===== config.mk =====
export PLATFORM = sky130hd
export DESIGN_NAME = lp_sleep_counter
export DESIGN_NICKNAME = d
export VERILOG_FILES = /design/src/rtl/lpst_pkg.sv /design/src/rtl/lpst_edge_sync.sv /design/src/rtl/lpst_tick_gen.sv /design/src/rtl/lpst_counter.sv /design/src/rtl/lp_sleep_counter.sv
export SDC_FILE = /design/constraint.sdc
export NUM_CORES = 1
export LEC_CHECK = 0
export ABC_AREA = 1
export BUFFER_PORTS_ARGS = -buffer_cell sky130_fd_sc_hd__buf_2
export CELL_PAD_IN_SITES_DETAIL_PLACEMENT = 0
export CELL_PAD_IN_SITES_GLOBAL_PLACEMENT = 1
export CORE_ASPECT_RATIO = 1.75
export CORE_MARGIN = 2
export CORE_UTILIZATION = 47
export CTS_CLUSTER_DIAMETER = 50
export DETAILED_ROUTE_END_ITERATION = 16
export GPL_ROUTABILITY_DRIVEN = 0
export PLACE_DENSITY_LB_ADDON = 0.15
export SLEW_MARGIN = 20
export SYNTH_ARGS = -nofsm -noshare
export SYNTH_HDL_FRONTEND = slang
export SYNTH_SLANG_ARGS = --single-unit

===== constraint.sdc =====
create_clock -name clk -period 4.4 [get_ports clk]
set_input_delay 0.88 -clock clk [delete_from_list [all_inputs] [get_ports clk]]
set_output_delay 0.88 -clock clk [all_outputs]
set_load 0.005 [all_outputs]

===== src/rtl/lpst_pkg.sv =====
package lpst_pkg;

   localparam int DIV_W = 4;

   typedef enum logic [1:0] {
      A_CTRL   = 2'd0,
      A_CNT_HI = 2'd1,
      A_CNT_LO = 2'd2,
      A_STAT   = 2'd3
   } lpst_addr_e;

   // control register layout, bits [7:0]
   typedef struct packed {
      logic [DIV_W-1:0] div_exp;
      logic             halt_freeze;
      logic             src_fast;
      logic             count_down;
      logic             run_req;
   } lpst_cfg_t;

endpackage


===== src/rtl/lpst_edge_sync.sv =====
module lpst_edge_sync #(
   parameter int STAGES = 2
) (
   input  logic clk,
   input  logic rst_n,
   input  logic async_i,
   output logic rise_o
);
   logic [STAGES-1:0] sync_q;
   logic              last_q;

   if (STAGES < 2) begin : g_bad_stages
      $error("lpst_edge_sync: STAGES must be at least 2");
   end

   always_ff @(posedge clk) begin
      if (!rst_n) begin
         sync_q <= '0;
         last_q <= 1'b0;
      end else begin
         sync_q <= {sync_q[STAGES-2:0], async_i};
         last_q <= sync_q[STAGES-1];
      end
   end

   assign rise_o = sync_q[STAGES-1] & ~last_q;
endmodule


===== src/rtl/lpst_tick_gen.sv =====
module lpst_tick_gen
   import lpst_pkg::*;
(
   input  logic             clk,
   input  logic             rst_n,
   input  logic             tick_i,
   input  logic             en_req_i,
   input  logic             freeze_i,
   input  logic [DIV_W-1:0] div_exp_i,
   output logic             run_o,
   output logic             step_o
);
   localparam int PRE_W = (1 << DIV_W) - 1;
   localparam logic [PRE_W:0] ONE = {{PRE_W{1'b0}}, 1'b1};

   logic             en_s1_q;
   logic             run_q;
   logic [PRE_W-1:0] pre_q;
   logic [PRE_W:0]   lim_w;
   logic [PRE_W-1:0] lim;
   logic             at_lim;
   logic             adv;

   assign lim_w  = (ONE << div_exp_i) - ONE;
   assign lim    = lim_w[PRE_W-1:0];
   assign at_lim = (pre_q == lim);
   assign adv    = run_q & tick_i & ~freeze_i;

   always_ff @(posedge clk) begin
      if (!rst_n) begin
         en_s1_q <= 1'b0;
         run_q   <= 1'b0;
         pre_q   <= '0;
      end else begin
         if (tick_i) begin
            en_s1_q <= en_req_i;
            run_q   <= en_s1_q;
         end
         if (!run_q)
            pre_q <= '0;
         else if (adv)
            pre_q <= at_lim ? '0 : pre_q + {{(PRE_W-1){1'b0}}, 1'b1};
      end
   end

   assign run_o  = run_q;
   assign step_o = adv & at_lim;
endmodule


===== src/rtl/lpst_counter.sv =====
module lpst_counter #(
   parameter int CNT_W = 32
) (
   input  logic             clk,
   input  logic             rst_n,
   input  logic             step_i,
   input  logic             down_i,
   output logic [CNT_W-1:0] count_o
);
   localparam logic [CNT_W-1:0] UNIT = {{(CNT_W-1){1'b0}}, 1'b1};

   logic [CNT_W-1:0] cnt_q;

   always_ff @(posedge clk) begin
      if (!rst_n)
         cnt_q <= '0;
      else if (step_i)
         cnt_q <= down_i ? cnt_q - UNIT : cnt_q + UNIT;
   end

   assign count_o = cnt_q;
endmodule


===== src/rtl/lp_sleep_counter.sv =====
module lp_sleep_counter
   import lpst_pkg::*;
#(
   parameter int CNT_W       = 32,
   parameter int SYNC_STAGES = 2,
   localparam int HALF_W     = CNT_W / 2
) (
   input  logic              clk,
   input  logic              rst_n,
   input  logic              src_rc_i,
   input  logic              src_xo_i,
   input  logic              cpu_halted_i,
   input  logic              bus_wr_i,
   input  logic              bus_rd_i,
   input  logic [1:0]        bus_addr_i,
   input  logic [HALF_W-1:0] bus_wdata_i,
   output logic [HALF_W-1:0] bus_rdata_o
);
   localparam int NUM_SRC = 2;
   localparam int CFG_W   = $bits(lpst_cfg_t);

   if (CNT_W < 18 || (CNT_W % 2) != 0) begin : g_bad_width
      $error("lp_sleep_counter: CNT_W must be even and at least 18");
   end

   lpst_cfg_t        cfg_q;
   lpst_cfg_t        cfg_w;
   logic [NUM_SRC-1:0] src_vec;
   logic [NUM_SRC-1:0] src_tick;
   logic             tick_sel;
   logic             freeze;
   logic             run;
   logic             step;
   logic [CNT_W-1:0] count;
   logic [HALF_W-1:0] shadow_q;
   logic             unused_wdata;

   assign src_vec = {src_xo_i, src_rc_i};

   for (genvar s = 0; s < NUM_SRC; s++) begin : g_src
      lpst_edge_sync #(.STAGES(SYNC_STAGES)) u_sync (
         .clk    (clk),
         .rst_n  (rst_n),
         .async_i(src_vec[s]),
         .rise_o (src_tick[s])
      );
   end

   assign tick_sel = src_tick[cfg_q.src_fast];
   assign freeze   = cfg_q.halt_freeze & cpu_halted_i;
   assign cfg_w    = lpst_cfg_t'(bus_wdata_i[CFG_W-1:0]);
   assign unused_wdata = ^bus_wdata_i[HALF_W-1:CFG_W];

   // configuration: direction, source and divider lock while enabled
   always_ff @(posedge clk) begin
      if (!rst_n) begin
         cfg_q <= '0;
      end else if (bus_wr_i && bus_addr_i == A_CTRL) begin
         cfg_q.run_req     <= cfg_w.run_req;
         cfg_q.halt_freeze <= cfg_w.halt_freeze;
         if (!cfg_q.run_req) begin
            cfg_q.count_down <= cfg_w.count_down;
            cfg_q.src_fast   <= cfg_w.src_fast;
            cfg_q.div_exp    <= cfg_w.div_exp;
         end
      end
   end

   lpst_tick_gen u_tick (
      .clk      (clk),
      .rst_n    (rst_n),
      .tick_i   (tick_sel),
      .en_req_i (cfg_q.run_req),
      .freeze_i (freeze),
      .div_exp_i(cfg_q.div_exp),
      .run_o    (run),
      .step_o   (step)
   );

   lpst_counter #(.CNT_W(CNT_W)) u_cnt (
      .clk    (clk),
      .rst_n  (rst_n),
      .step_i (step),
      .down_i (cfg_q.count_down),
      .count_o(count)
   );

   // an upper-half read freezes the lower half for the next low read
   always_ff @(posedge clk) begin
      if (!rst_n)
         shadow_q <= '0;
      else if (bus_rd_i && bus_addr_i == A_CNT_HI)
         shadow_q <= count[HALF_W-1:0];
   end

   always_comb begin
      unique case (lpst_addr_e'(bus_addr_i))
         A_CTRL:   bus_rdata_o = {{(HALF_W-CFG_W){1'b0}}, cfg_q};
         A_CNT_HI: bus_rdata_o = count[CNT_W-1:HALF_W];
         A_CNT_LO: bus_rdata_o = shadow_q;
         default:  bus_rdata_o = {{(HALF_W-1){1'b0}}, run};
      endcase
   end
endmodule


### After elaboration in Yosys (flattened, before gate mapping)

Index checks and enable logic that the tools add are counted.

| word-level totals | value |
|---|---|
| register bits after elaboration | 79 |
| input port bits | 25 |
| word-level logic and storage cells | 43 |

| operators by class | value |
|---|---|
| add/sub/neg operators | 4 |
| order comparisons | 1 |
| equal/unequal tests | 3 |
| shift-type cells | 1 |
| mux-type cells | 5 |
| bitwise logic cells | 10 |
| reduce and logical (&&, ||, !) cells | 5 |

Operators with widths:

| kind | count |
|---|---|
| case mux 16 bit (3 select lines) | 1 |
| adder 32 x 1 -> 32 bit (second input constant) | 1 |
| 2-to-1 mux 32 bit | 1 |
| subtractor 32 x 1 -> 32 bit (second input constant) | 1 |
| adder 15 x 1 -> 15 bit (second input constant) | 1 |
| == test 15 bit | 1 |
| 2-to-1 mux 15 bit | 1 |
| left shift 1 x 4 -> 15 bit (first input constant) | 1 |
| subtractor 15 x 1 -> 15 bit (second input constant) | 1 |
| AND 1 bit | 6 |
| NOT 1 bit | 4 |
| AND reduction 2 bit | 2 |
| == test 2 x 1 -> 1 bit (second input constant) | 1 |
| == test 2 bit (second input constant) | 1 |
| logical AND 1 bit | 2 |
| logical NOT 2 bit | 1 |
| < comparator 1 x 2 -> 1 bit (second input constant) | 1 |
| 2-to-1 mux 1 bit | 2 |

### Longest topological paths before layout

| depth | value |
|---|---|
| depth after elaboration | 7 |
| mapped depth | 18 |
| gate-level depth less buffers | 15 |

### By module

A second synthesis with hierarchy kept.

| second synthesis, totals | value |
|---|---|
| cell total of the unflattened synthesis | 1175 |
| area total of the unflattened synthesis | 6700.2 um2 |

Modules (own cells, without submodules):

| module | times used | cells each | area each (um2) |
|---|---|---|---|
| lpst_counter | 1 | 676 | 3654.8 |
| lpst_tick_gen | 1 | 260 | 1575.3 |
| lp_sleep_counter | 1 | 217 | 1285.0 |
| lpst_edge_sync | 2 | 11 | 92.6 |

### Least setup slack after synthesis

OpenSTA, ideal clock, no wires.

| path | value |
|---|---|
| path kind | register to register |
| start point | reg cfg_q[1] (netlist name) |
| end point | reg u_cnt.cnt_q[30], in the netlist u_cnt.count_o[30] |
| library setup time | 112 ps |
| data arrival time | 2578 ps |
| setup slack | 1710 ps |
| stages on the path, launching flop included | 12 |
| cells stage by stage | dfxtp_1 -> inv_1 -> fa_1 -> nand3b_1 -> nand2_1 -> a21oi_1 -> o21ai_0 -> nand2_1 -> nand3_1 -> nand2_1 -> nor2_1 -> nor2_1 |

| between the ends | value |
|---|---|
| cells in the longest elaborated chain, start to end | 1 |

Ends and longest elaborated chain:

| what | line | RTL |
|---|---|---|
| from (decl) | lp_sleep_counter.sv:26 | `lpst_cfg_t cfg_q;` |
| 2-to-1 mux 32 bit | lpst_counter.sv:18 | `cnt_q <= down_i ? cnt_q - UNIT : cnt_q + UNIT;` |
| to (signal assigned) | lpst_counter.sv:18 |  |
| to (decl) | lpst_counter.sv:12 | `logic [CNT_W-1:0] cnt_q;` |

No other way between the ends.
A chain may end at the register's enable or synchronous reset.

### Worst setup path in the final report

| path | value |
|---|---|
| start point | in bus_addr_i[0] |
| end point | out bus_rdata_o[0] |

| between the ends | value |
|---|---|
| cells in the longest elaborated chain, start to end | 2 |
| elaborated cells on any way between the ends | 4 |
| classes of those cells | eq/ne: 2; mux: 1; reduce/logical: 1 |

Ends and longest elaborated chain:

| what | line | RTL |
|---|---|---|
| from (decl) | lp_sleep_counter.sv:15 | `input logic [1:0] bus_addr_i,` |
| == test 2 bit, or another cell as far along | lp_sleep_counter.sv:97 | `unique case (lpst_addr_e'(bus_addr_i))` |
| case mux 16 bit (3 select lines) * | lp_sleep_counter.sv:97 |  |
| to (decl) | lp_sleep_counter.sv:17 | `output logic [HALF_W-1:0] bus_rdata_o` |

Mark *: on every way between the ends. The rest lies on a longest branch, timed or not.

==> impl_metrics.json <==
{
  "cap_violations": 0,
  "post-route-util_pct": 52.7,
  "irDropWorstVdd_uv": 163,
  "slowest_stage": "nor2_1",
  "io_buffers": 32,
  "finalNonFillerCells": 1187,
  "synth_seq_cells": 79,
  "synth.top_cell.area_share_pct": 25.4,
  "cts_resized": 0,
  "grt_pass1_vias": 6196,
  "rsz0062_at_grt": "no",
  "leakage_uw": 0.00335,
  "dr.first_iter.drc_count": 192,
  "crit_chain": "buf_2, inv_1, nor2_1, inv_1, nor2_1, a221oi_1, o31ai_1, buf_2",
  "setup.worst_path.start_class": "input port",
  "path_clk_slew_ns": 0.06,
  "cp_num_buf_inv": 4,
  "ant_nets": 0,
  "seq_power_share_pct": 39.4,
  "syn_avg_cell_area_sq_um": 6.29,
  "power.share.clock_pct": 46.1,
  "hp-class": "flip-flop to flip-flop",
  "setup_tns_ns": 0,
  "slowest_delay_ns": 0.51,
  "slew_violations": 0,
  "num_vias": 6212,
  "cts.sinks": 79,
  "drive_gt1_share_pct": 9.35,
  "end_kind": "primary output",
  "final_nets": 1069,
  "core-area_sq_um": 12900,
  "cellPowerDensity_nw_per_um2": 274,
  "cts_max_path_buffers": 2,
  "dr.pass1.iters": 4,
  "syn_area_sq_um": 6220,
  "required_ns": 3.52,
  "synthCells": 989,
  "dp_hpwl_mm": 16.1,
  "grt_pass1_wl_mm": 31.0,
  "post_cts_buffers": 0,
  "intPower_uw": 1370,
  "ys_top_cells_by_area": "dfxtp_1, nand2_1, inv_1",
  "final.period_utilization_pct": 77.4,
  "whs_ns": 0.413,
  "wl_mm": 19.4,
  "ys_seq_area_share_pct": 25.4,
  "area_growth_pct": 9.64,
  "drc": 0,
  "grt_use_total_pct": 28.2,
  "hold_buffers": 0,
  "dieArea_sq_um": 14200,
  "cts_tree": "yes",
  "yosys-top-cells-count": "nand2_1, inv_1, nor2_1",
  "final_hold_viol_count": 0,
  "yosys.area.top_type": "dfxtp_1",
  "grt_max_degree": 32,
  "antenna_found_initial": 0,
  "setup_viol": 0,
  "num_rows": 55,
  "synthFlopType": "dfxtp_1",
  "critPathTopFamily": "buffers and inverters",
  "slew_headroom_pct": 44.0,
  "numCtsBuffers": 9,
  "synth_edf_count": 0,
  "clock_latency_ns": 0.34,
  "cts-root-buf": "clkbuf_16",
  "async_flop_share_pct": 0,
  "cp_max_fo": 13,
  "floorplan.initialDensity_pct": 48.1,
  "cts_htree_levels": 3,
  "syn-num-nets": 1047,
  "outcome": "finished, final reports clean",
  "synth.distinct_cells": 49,
  "grt_overflow": 0,
  "net-switching-power_uw": 497,
  "dp_cells": 1171,
  "pwr-share-comb_pct": 14.5,
  "fin_ws_ns": 0.995,
  "yosys_warnings": 0,
  "wire_per_inst_um": 16.3,
  "vias_per_cell": 5.23,
  "chipHeight_um": 156,
  "diodes": 0,
  "critPathKind": "input port to primary output",
  "fmax_mhz": 294,
  "worst_pin_slew_ns": 0.831,
  "ioPinCount": 41,
  "worstPathArrival_ns": 2.52,
  "yosysMostFrequentCell": "nand2_1",
  "die_w_um": 91.0,
  "swShare_pct": 26.6,
  "finClkSkew_ns": 0.0107,
  "period_needed_ns": 3.40,
  "dp_slack_ns": 1.00
}
==> cells in the final DEF, fill, tap and decap left out, types with 2 or more instances in the layout <==
cell type  instances
inv_4              2
nand4_1           18
o21a_1             2
nand2_2            8
bufinv_16          3
nand3_2            6
a21o_1             4
buf_4              4
o21bai_1           7
clkbuf_1           2
xnor2_1            8
o21ai_0           37
nor3_1            15
clkbuf_16          9
nor2_4             4
dfxtp_1           79
nor2_2             6
nand2_1          254
nand2_4            3
nor2_1           106
inv_2              3
a21boi_0           3
ha_1              32
a21oi_1           78
buf_2             32
and3_1             2
nand3b_1           4
or2_2              3
inv_1            139
xor2_1            24
nand3_1           85
o22ai_1            7
and2_1             2
o221ai_1           7
==> worst register-to-register path, cell delays in order (launching register included) <==
cell and delay, ns:
dfxtp_1 0.68, inv_1 0.28, nand3_1 0.17, ha_1 0.39
xor2_1 0.21, xor2_1 0.29, nand3_1 0.19, nor2_2 0.18
nand4_4 0.37, nand2_1 0.42, nor2_1 0.08
==> final timing paths <==
| check | start | endpoint | slack (ns) | cells past startpoint |
|---|---|---|---|---|
| setup / recovery | bus_addr_i[0] | bus_rdata_o[0] | 1.0 | 8 |
| hold / removal | g_src[1].u_sync.sync_q[0] | g_src[1].u_sync.sync_q[1] | 0.41 | 2 |
| setup reg to reg | cfg_q[5] | u_tick.pre_q[7] | 1.02 | 10 |
| hold reg to reg | g_src[1].u_sync.sync_q[0] | g_src[1].u_sync.sync_q[1] | 0.41 | 2 |
==> layout make-up <==
class,count,area [sq um]
clock inverters,5,106
clock buffers,11,233
flip-flops and latches,79,1580
well taps,171,214
inverters,145,554
repair buffers,36,190
multi-input cells,740,3940
fillers,1485,6120
==> cell families after synthesis <==
kind of cell             synth area share, %
AO/OA/AOI/OAI                           13.4
XOR/XNOR                                4.77
adder cells (fa/ha/maj)                 6.76
buffers and inverters                   11.2
flip-flops                              25.4
AND/OR/NAND/NOR                         38.5
==> through the flow <==
stage | area [sq um] | total power, uW
after floorplan | 6220 | 962
after CTS | 6820 | 1880
final | 6820 | 1870
after global placement | 6480 | 1020
after detailed placement | 6480 | 1020
after global routing | 6820 | 1940
==> power by group through the flow <==
stage               logic (uW)  clock network, uW  registers (uW)
floorplan                  211                  0             750
finish                     271                862             737
global placement           270                  0             753
CTS                        271                871             737
detailed placement         270                  0             753
global route               304                896             738
==> registers in the layout, summed over array words and instances, names as in the netlist <==
signal	count
cfg_q	8
g_src.u_sync.last_q	2
g_src.u_sync.sync_q	4
shadow_q	16
u_cnt.count_o	32
u_tick.en_s1_q	1
u_tick.pre_q	15
u_tick.run_o	1
==> per-layer routing <==
metal,GRT usage [%],vias to the layer above,wire (um),share of wire [%]
li1,-,3235,-,-
met1,26.5,2817,6960,36
met2,55.6,101,10700,55
met3,2.75,59,315,1.6
met4,19.8,0,1410,7.3
met5,0,-,0,0
No activity file was read; power rests on OpenSTA's default activity.
